### src/rtl/sdmx_pkg.sv
package sdmx_pkg;
    typedef enum logic [0:0] {
        ST_RUN   = 1'b0,
        ST_SLEEP = 1'b1
    } dmx_state_e;
endpackage

### src/rtl/sdmx_seq.sv
module sdmx_seq
    import sdmx_pkg::*;
#(
    parameter int NPORT = 4,
    parameter int DW    = 10
) (
    input  logic            clk,
    input  logic            rst_n,
    input  logic            dr_rst,
    input  logic            sleep_n,
    input  logic            quad,
    output dmx_state_e      state,
    output logic            adv,
    output logic            last,
    output logic [$clog2(NPORT)-1:0] phase,
    output logic [DW-1:0]   bist_val
);
    localparam int PW = $clog2(NPORT);
    localparam logic [PW-1:0] LAST_FULL = PW'(NPORT - 1);
    localparam logic [PW-1:0] LAST_HALF = PW'(NPORT / 2 - 1);

    dmx_state_e state_nx;
    logic [PW-1:0] last_idx;

    // state register
    always_ff @(posedge clk or negedge rst_n) begin
        if (!rst_n) state <= ST_RUN;
        else        state <= state_nx;
    end

    // next state and outputs
    always_comb begin
        state_nx = state;
        adv      = 1'b0;
        unique case (state)
            ST_RUN: begin
                if (dr_rst)        state_nx = sleep_n ? ST_RUN : ST_SLEEP;
                else if (!sleep_n) state_nx = ST_SLEEP;
                else               adv = 1'b1;
            end
            ST_SLEEP: begin
                if (dr_rst && sleep_n) state_nx = ST_RUN;
            end
            default: state_nx = ST_RUN;
        endcase
    end

    assign last_idx = quad ? LAST_FULL : LAST_HALF;
    assign last     = (phase == last_idx);

    always_ff @(posedge clk or negedge rst_n) begin
        if (!rst_n) begin
            phase    <= '0;
            bist_val <= '0;
        end else if (dr_rst) begin
            phase    <= '0;
            bist_val <= '0;
        end else if (adv) begin
            phase    <= last ? '0 : phase + 1'b1;
            bist_val <= bist_val + 1'b1;
        end
    end

    // sleeping freezes the sequence until a data-ready reset
    p_sleep_freeze_r8: assert property (@(posedge clk) disable iff (!rst_n)
        (state == ST_SLEEP && !dr_rst) |=> ($stable(phase) && $stable(bist_val) && state == ST_SLEEP));

    // data-ready reset realigns the sequence
    p_drst_clear_r10: assert property (@(posedge clk) disable iff (!rst_n)
        dr_rst |=> (phase == '0 && bist_val == '0));
endmodule

### src/rtl/sdmx_lanes.sv
module sdmx_lanes #(
    parameter int NPORT = 4,
    parameter int DW    = 10
) (
    input  logic                      clk,
    input  logic                      rst_n,
    input  logic                      clr,
    input  logic                      adv,
    input  logic                      last,
    input  logic                      stagg,
    input  logic [$clog2(NPORT)-1:0]  phase,
    input  logic [DW:0]               src,
    output logic [NPORT-1:0][DW:0]    q
);
    localparam int PW = $clog2(NPORT);

    logic [NPORT-1:0][DW:0] stage;

    for (genvar p = 0; p < NPORT; p++) begin : g_lane
        localparam logic [PW-1:0] MY_PH = PW'(p);
        always_ff @(posedge clk or negedge rst_n) begin
            if (!rst_n) begin
                q[p]     <= '0;
                stage[p] <= '0;
            end else if (clr) begin
                q[p]     <= '0;
                stage[p] <= '0;
            end else if (adv) begin
                if (stagg) begin
                    if (phase == MY_PH) q[p] <= src;
                end else if (last) begin
                    q[p] <= (phase == MY_PH) ? src : stage[p];
                end else if (phase == MY_PH) begin
                    stage[p] <= src;
                end
            end
        end

        // in staggered mode only the addressed port moves
        p_stagg_hold_r4: assert property (@(posedge clk) disable iff (!rst_n)
            (adv && !clr && stagg && phase != MY_PH) |=> $stable(q[p]));
    end

    // in simultaneous mode ports move only at word completion
    p_sim_hold_r3: assert property (@(posedge clk) disable iff (!rst_n)
        (adv && !clr && !stagg && !last) |=> $stable(q));
endmodule

### src/rtl/sdmx_strobe.sv
module sdmx_strobe (
    input  logic clk,
    input  logic rst_n,
    input  logic clr,
    input  logic adv,
    input  logic last,
    input  logic half,
    output logic dr
);
    logic wpar;

    always_ff @(posedge clk or negedge rst_n) begin
        if (!rst_n) begin
            dr   <= 1'b0;
            wpar <= 1'b0;
        end else if (clr) begin
            dr   <= 1'b0;
            wpar <= 1'b0;
        end else if (adv && last) begin
            if (half) begin
                wpar <= ~wpar;
                if (wpar) dr <= ~dr;
            end else begin
                dr <= ~dr;
            end
        end
    end

    // full-rate strobe toggles on each word completion
    p_dr_full_r5: assert property (@(posedge clk) disable iff (!rst_n)
        (adv && last && !half && !clr) |=> (dr != $past(dr)));

    // no toggle away from word completion
    p_dr_hold_r6: assert property (@(posedge clk) disable iff (!rst_n)
        (!clr && !(adv && last)) |=> $stable(dr));
endmodule

### src/rtl/sample_demux.sv
module sample_demux
    import sdmx_pkg::*;
#(
    parameter int DW    = 10,
    parameter int NPORT = 4
) (
    input  logic          clk,
    input  logic          rst_n,
    input  logic          dr_rst,
    input  logic [DW-1:0] in_data,
    input  logic          in_ovr,
    input  logic          quad_sel,
    input  logic          stagg_n,
    input  logic          half_dr,
    input  logic          bist_n,
    input  logic          sleep_n,
    output logic [DW-1:0] port_a,
    output logic [DW-1:0] port_b,
    output logic [DW-1:0] port_c,
    output logic [DW-1:0] port_d,
    output logic [3:0]    port_ovr,
    output logic          dr_out
);
    localparam int PW = $clog2(NPORT);

    dmx_state_e             state;
    logic                   adv, last, dr_q, awake;
    logic [PW-1:0]          phase;
    logic [DW-1:0]          bist_val;
    logic [DW:0]            src;
    logic [NPORT-1:0][DW:0] lanes;
    logic [NPORT-1:0][DW:0] shown;

    sdmx_seq #(.NPORT(NPORT), .DW(DW)) i_seq (
        .clk(clk), .rst_n(rst_n), .dr_rst(dr_rst), .sleep_n(sleep_n),
        .quad(quad_sel), .state(state), .adv(adv), .last(last),
        .phase(phase), .bist_val(bist_val)
    );

    assign src = bist_n ? {in_ovr, in_data} : {1'b0, bist_val};

    sdmx_lanes #(.NPORT(NPORT), .DW(DW)) i_lanes (
        .clk(clk), .rst_n(rst_n), .clr(dr_rst), .adv(adv), .last(last),
        .stagg(!stagg_n), .phase(phase), .src(src), .q(lanes)
    );

    sdmx_strobe i_strobe (
        .clk(clk), .rst_n(rst_n), .clr(dr_rst), .adv(adv), .last(last),
        .half(half_dr), .dr(dr_q)
    );

    assign awake = (state == ST_RUN);

    for (genvar p = 0; p < NPORT; p++) begin : g_show
        localparam bit UPPER = (p >= NPORT / 2);
        assign shown[p] = (awake && (!UPPER || quad_sel)) ? lanes[p] : '0;
    end

    assign port_a   = shown[0][DW-1:0];
    assign port_b   = shown[1][DW-1:0];
    assign port_c   = shown[2][DW-1:0];
    assign port_d   = shown[3][DW-1:0];
    assign port_ovr = {shown[3][DW], shown[2][DW], shown[1][DW], shown[0][DW]};
    assign dr_out   = awake & dr_q;
endmodule

### config.mk
export PLATFORM = sky130hd
export DESIGN_NAME = sample_demux
export DESIGN_NICKNAME = d
export VERILOG_FILES = /design/src/rtl/sdmx_pkg.sv /design/src/rtl/sdmx_seq.sv /design/src/rtl/sdmx_lanes.sv /design/src/rtl/sdmx_strobe.sv /design/src/rtl/sample_demux.sv
export SDC_FILE = /design/constraint.sdc
export NUM_CORES = 1
export LEC_CHECK = 0
export ABC_AREA = 1
export BUFFER_PORTS_ARGS = -buffer_cell sky130_fd_sc_hd__buf_2
export CORE_MARGIN = 4
export CORE_UTILIZATION = 35
export CTS_CLUSTER_SIZE = 40
export DETAILED_ROUTE_END_ITERATION = 7
export GPL_ROUTABILITY_DRIVEN = 0
export PLACE_DENSITY = 0.61
export RECOVER_POWER = 25
export SYNTH_ARGS = -nofsm -noshare
export SYNTH_HDL_FRONTEND = slang
export SYNTH_HIERARCHICAL = 1
export SYNTH_SLANG_ARGS = --single-unit
### constraint.sdc
create_clock -name clk -period 1.9 [get_ports clk]
set_input_delay 0 -clock clk [delete_from_list [all_inputs] [get_ports clk]]
set_output_delay 0 -clock clk [all_outputs]
set_load 0.1 [all_outputs]
==> results of run 1 <==
==> path summary, 6_finish.rpt <==
kind / end / from / slack (ns)
setup / recovery: port_ovr[3] / i_seq/state / 0.11
hold / removal: i_strobe/wpar / dr_rst / 0.01
setup reg to reg: i_lanes/q[37] / i_seq/phase[1] / 0.17
max in group asynchronous: i_lanes/q[38] / rst_n / 0.32
min in group asynchronous: i_seq/bist_val[8] / rst_n / 0.38
hold reg to reg: i_lanes/q[1] / i_lanes/q[1] / 0.48
==> routing by layer <==
metal	track usage	vias up
met2	0.2755	196
met1	0.2798	2472
met4	0.08869	0
li1	-	2823
met5	0	-
met3	0.02132	43
==> cells in the mapped netlist, types with 2 or more instances <==
| cell | n |
|---|---|
| nor2_2 | 3 |
| nor3_1 | 2 |
| clkbuf_1 | 8 |
| nand3b_1 | 3 |
| nand2_2 | 5 |
| nand3_2 | 2 |
| nand3_1 | 109 |
| nor2_1 | 90 |
| buf_4 | 5 |
| a21oi_1 | 7 |
| inv_1 | 89 |
| buf_2 | 19 |
| o211ai_1 | 2 |
| o21a_1 | 2 |
| buf_1 | 2 |
| dfrtp_1 | 103 |
| nor2_4 | 6 |
| nand4_1 | 3 |
| o21ai_0 | 7 |
| nand2_1 | 386 |
| inv_2 | 9 |
| o21ai_1 | 7 |
==> through the flow <==
step                      power, mW  worst slack [ns]  TNS (ns)  cell area (um^2)  hold slack [ns]
after detailed placement      4.520            0.1241         0              6818          0.04256
final                         6.291            0.1111         0              7144          0.01356
after floorplan               3.916          -0.05713    -1.143              5807          -0.2956
after global placement        4.508            0.1594         0              6818          0.04142
after global routing          6.643          -0.02256   -0.4016              7144          0.02766
after CTS                     6.317           0.09729         0              7132         0.003559
==> worst reg2reg max path: cells and delay by family (launching register included) <==
kind            cells  cell delay (ns)
simple gates        6             0.75
compound gates      2             0.30
flops               1             0.42
buf+inv             1             0.14
==> kinds of logic (layout without fill, tap and decap cells) <==
family          count (synthesis)  after routing  synth area share
flops                         103            103            0.4439
simple gates                  611            611            0.4374
compound gates                 25             25           0.02327
fa+ha+maj                       1              1          0.002154
buf+inv                       133            215           0.09330
==> flip-flops by register name (all words and copies together), names as in the netlist <==
signal / cells
i_lanes/q: 44
i_strobe/dr: 1
i_lanes/stage: 44
i_seq/phase: 2
i_seq/bist_val: 10
i_strobe/wpar: 1
i_seq/state: 1
==> area by class of cell <==
cell class / count / share of cell area
timing repair buffer: 100 / 0.1335
sequential: 103 / 0.3608
clock inverter: 6 / 0.006305
multi-input combinational: 637 / 0.3762
inverter: 99 / 0.05201
clock buffer: 10 / 0.03345
tap: 216 / 0.03783
==> power groups by stage <==
stage               logic [mW]  registers [mW]  clock network (mW)
global placement          1.90            2.60                   0
global route              2.13            2.59                1.91
finish                    1.94            2.56                1.79
detailed placement        1.92            2.60                   0
CTS                       1.93            2.56                1.83
floorplan                 1.33            2.58                   0
==> repair_timing <==
| action | 4_1_cts | 5_1_grt |
|---|---|---|
| hold endpoints to repair | 44 | 0 |
| hold buffers | 3 | 0 |
| setup buffers | 0 | 4 |
| endpoints found under the setup margin | 0 | 20 |
==> run metrics, run 1 <==
status=complete, no violations; antenna cells=0; post-CTS resize count=0; CP cell instances=buf_4 > inv_2 > nand2_2 > nor2_1 > buf_12; Startpoint Class=flip-flop; initial antenna violation count=0; commonest non-fill, non-tap cells in the layout=nand2_1, nand3_1, dfrtp_1, nor2_1, inv_1; flops & latches, synth=103; max_slew headroom=0.2639; nets=970; DRC violations left=0; Cell Rows=46; total CTS buffers=9; Avg Inst Size Synth=6.652 um^2; Post-Route WL=16,770 um; Final Setup Violations=0; Cell Count, Final, Fillers Out=1,171; H-tree depth=3; DR vias/cell=4.726; Fin. Hold Viols=0; initial core utilization=0.3616; Syn. warnings=6; met3 wire length=1007 um; chip height=136.8 um; Worst-Skew Late Latency=0.35 ns; worst-path maximum fanout=24; DP Wirelength=12,200 um; hold depth=2; Crit-path slowest cell=dfrtp_1; Cell Area, Synth=5807 um^2; switch share=0.3803; Overflow after GRT=0; worst r2r path cells=9; WL met2=7033 um; first-pass GRT wire length=27,540 um; area of the multi-input gates=2688 um^2; CTS tree=done; die outline width=136.8 um; required time of the worst setup path=1.90 ns; power per cell area=880.5 nW/um^2; Gate Count Post-Synth=873; Tcrit/Tclk final=0.9415; Post-synth EDFFs=0; DR vias=5,534; P&R area growth vs syn=23.03%; Sw Pwr=2.393 mW; GRT Total Usage=0.1890; clock power share=0.284; internal power=3.898 mW; clock tree buffer depth=2; clock transition at the registers of the reported paths=0.07 ns; CP Buf/Inv Count=3; WL/cell=14.32 um; drt pass-1 iters=5; largest cells by area after synthesis=dfrtp_1, nand2_1, nand3_1; RSZ-0062 raised after global routing=true; Worst path depth=5; number of global-route vias before repair=5,156; Top Layer Used=met4; met1 wire length=8051 um; final core utilization=0.4449; max frequency=559.0 MHz; Ports=64; FILL cells=1,631; Synth top area share=0.4439; Root Driver=clkbuf_16; layout cells sized above 1=0.1455; Worst Setup End Kind=output pin; leading cell type in the layout, fill and taps excluded=nand2_1; Hold Crit Class=in2reg; Sink Count=103; 1st-iter DRT viols=512; Main synth FF type=dfrtp_1; core area=16,060 um^2; Final Skew=0.01099 ns; portion of total power attributed to combinational logic=0.308; antenna viol nets, final=0; Register Area=2577 um^2; largest net degree at the start of global routing=44; Slew Limit Fails=0; syn nets=893; critical path class=reg2out; die area=18,720 um^2; CP arrival=1.79 ns; sequential-to-total area share from yosys stat=0.4439; critical path's largest stage delay=0.39 ns; dominant cell type by area after synthesis=dfrtp_1; largest delay contributor family on the critical path=simple AND/OR/NAND/NOR gates; placed insts=1,148; P_leak=3.984 nW; PortBufs=63; maxcap violations=0; VDD IR max=504.9 uV; Tmin final=1.789 ns; Tightest Pin Transition=1.104 ns; Synth cell types=26; sequential share of power=0.407; Async SR Flop Fraction=1.000
(Power assumes the default switching activity.)
==> run 2, diff against run 1 <==
- MAX_ROUTING_LAYER: unset -> met4
==> run metrics, run 2 (synthesis gave the netlist of run 1 again) <==
CP arrival=1.80 ns (about the same); layout cells sized above 1=0.1455 (unchanged); post-CTS resize count=0 (unchanged); RSZ-0062 raised after global routing=true; DRC violations left=0 (unchanged); total CTS buffers=9 (unchanged); Root Driver=clkbuf_16; PortBufs=63 (unchanged); DR vias/cell=4.731 (+0.11%); antenna cells=0 (unchanged); worst-path maximum fanout=24 (unchanged); H-tree depth=3 (unchanged); Startpoint Class=flip-flop; Overflow after GRT=0 (unchanged); Fin Setup TNS=0 ns (unchanged); antenna viol nets, final=0 (unchanged); Worst-Skew Late Latency=0.36 ns (about the same); internal power=3.898 mW (about the same); first-pass GRT wire length=27,560 um (about the same); VDD IR max=507.2 uV (+0.46%); initial antenna violation count=0 (unchanged); Post-Route WL=16,720 um (-0.29%); Worst Setup End Kind=output pin; Sink Count=103 (unchanged); chip height=136.8 um (unchanged); switch share=0.3794 (-0.0009080); Tcrit/Tclk final=0.9467 (+0.005143); clock power share=0.283 (about the same); core area=16,060 um^2 (unchanged); Cell Count, Final, Fillers Out=1,171 (unchanged); P&R area growth vs syn=23.03% (unchanged); Sw Pwr=2.383 mW (-0.39%); Final Skew=0.01024 ns (-0.0007515 ns); P_leak=3.984 nW (unchanged); leading cell type in the layout, fill and taps excluded=nand2_1; die outline width=136.8 um (unchanged); number of global-route vias before repair=5,141 (-0.29%); FILL cells=1,631 (unchanged); Hold Crit Class=in2reg; largest net degree at the start of global routing=44 (unchanged); critical path class=reg2out; 1st-iter DRT viols=535 (+4.5%); die area=18,720 um^2 (unchanged); max frequency=556.0 MHz (-0.54%); max_slew headroom=0.2643 (+0.0004400); nets=970 (unchanged); Cell Rows=46 (unchanged); sequential share of power=0.408 (about the same); DR vias=5,540 (+0.11%); finished layout cell area=7144 um^2 (unchanged); CTS tree=done; status=complete, no violations; required time of the worst setup path=1.90 ns (about the same); clock transition at the registers of the reported paths=0.07 ns (about the same); placed insts=1,148 (unchanged); maxcap violations=0 (unchanged); Slew Limit Fails=0 (unchanged); Final Setup Violations=0 (unchanged); Area after DPL=6818 um^2 (unchanged); Tot Pwr=6.281 mW (-0.15%); Ports=64 (unchanged); largest registers=i_lanes/q x44, i_lanes/stage x44, i_seq/bist_val x10; commonest non-fill, non-tap cells in the layout=nand2_1, nand3_1, dfrtp_1, nor2_1, inv_1; power per cell area=879.2 nW/um^2 (-0.15%); Tightest Pin Transition=1.104 ns (-0.0006606 ns); Fin. Hold Viols=0 (unchanged); DP Wirelength=12,200 um (unchanged); Tmin final=1.799 ns (+0.009772 ns); Min Hold Slack=0.009397 ns (-0.004161 ns); drt pass-1 iters=5 (unchanged); portion of total power attributed to combinational logic=0.309 (about the same); clock tree buffer depth=2 (unchanged); GRT Total Usage=0.1947 (+0.005701); initial core utilization=0.3616 (unchanged); WL/cell=14.28 um (-0.29%)
## run 2: cell counts in the layout (fill, tap and decap cells not counted)
No cell type changed its count.
## run 2: cell type report
class                           instances  area, um^2  share of cell area
Clock buffer                           10       239.0             0.03345
Clock inverter                          6       45.04            0.006305
Inverter                               99       371.6             0.05201
Multi-Input combinational cell        637        2688              0.3762
Sequential cell                       103        2577              0.3608
Tap cell                              216       270.3             0.03783
Timing Repair Buffer                  100       953.4              0.1335
## run 2: path summary, 6_finish.rpt
check / startpoint / endpoint / slack, ns / cells after the start
setup / recovery: i_seq/state / port_ovr[3] / 0.10 / 5
hold / removal: dr_rst / i_strobe/wpar / 0.009 / 2
setup reg to reg: i_seq/phase[1] / i_lanes/q[36] / 0.16 / 9
hold reg to reg: i_lanes/stage[28] / i_lanes/stage[28] / 0.48 / 2
max in group asynchronous: rst_n / i_lanes/q[38] / 0.33 / 3
min in group asynchronous: rst_n / i_seq/bist_val[8] / 0.38 / 2
## run 2: what timing repair did
action,CTS,global route
hold buffers,3,0
setup endpoints to repair,0,20
hold endpoints to repair,44,0
setup buffers,0,4
## run 2: layer usage
metal / global-route usage / vias to the layer above / share of wire
met5: - / - / 0
met1: 0.2810 / 2475 / 0.48
met3: 0.02169 / 45 / 0.063
met2: 0.2746 / 201 / 0.42
li1: - / 2819 / -
met4: 0.08869 / 0 / 0.037
## run 2: stage by stage
| stage | worst slack, ns | utilization |
|---|---|---|
| after floorplan | -0.05713 | - |
| after global placement | 0.1594 | 0.4246 |
| after detailed placement | 0.1241 | 0.4246 |
| after CTS | 0.09729 | 0.4441 |
| after global routing | -0.02254 | 0.4449 |
| final | 0.1013 | 0.4449 |
## run 2: critical path, stage by stage, from the launching register on
cell	delay [ns]
dfrtp_1	0.39
buf_4	0.22
inv_2	0.08
nand2_2	0.25
nor2_1	0.29
buf_12	0.21
## run 2: power groups by stage
stage                     logic [mW]  registers [mW]  clock network, mW
after floorplan                 1.33            2.58                  0
after CTS                       1.93            2.56               1.83
after global placement          1.90            2.60                  0
final                           1.94            2.56               1.78
after global routing            2.13            2.59               1.91
after detailed placement        1.92            2.60                  0
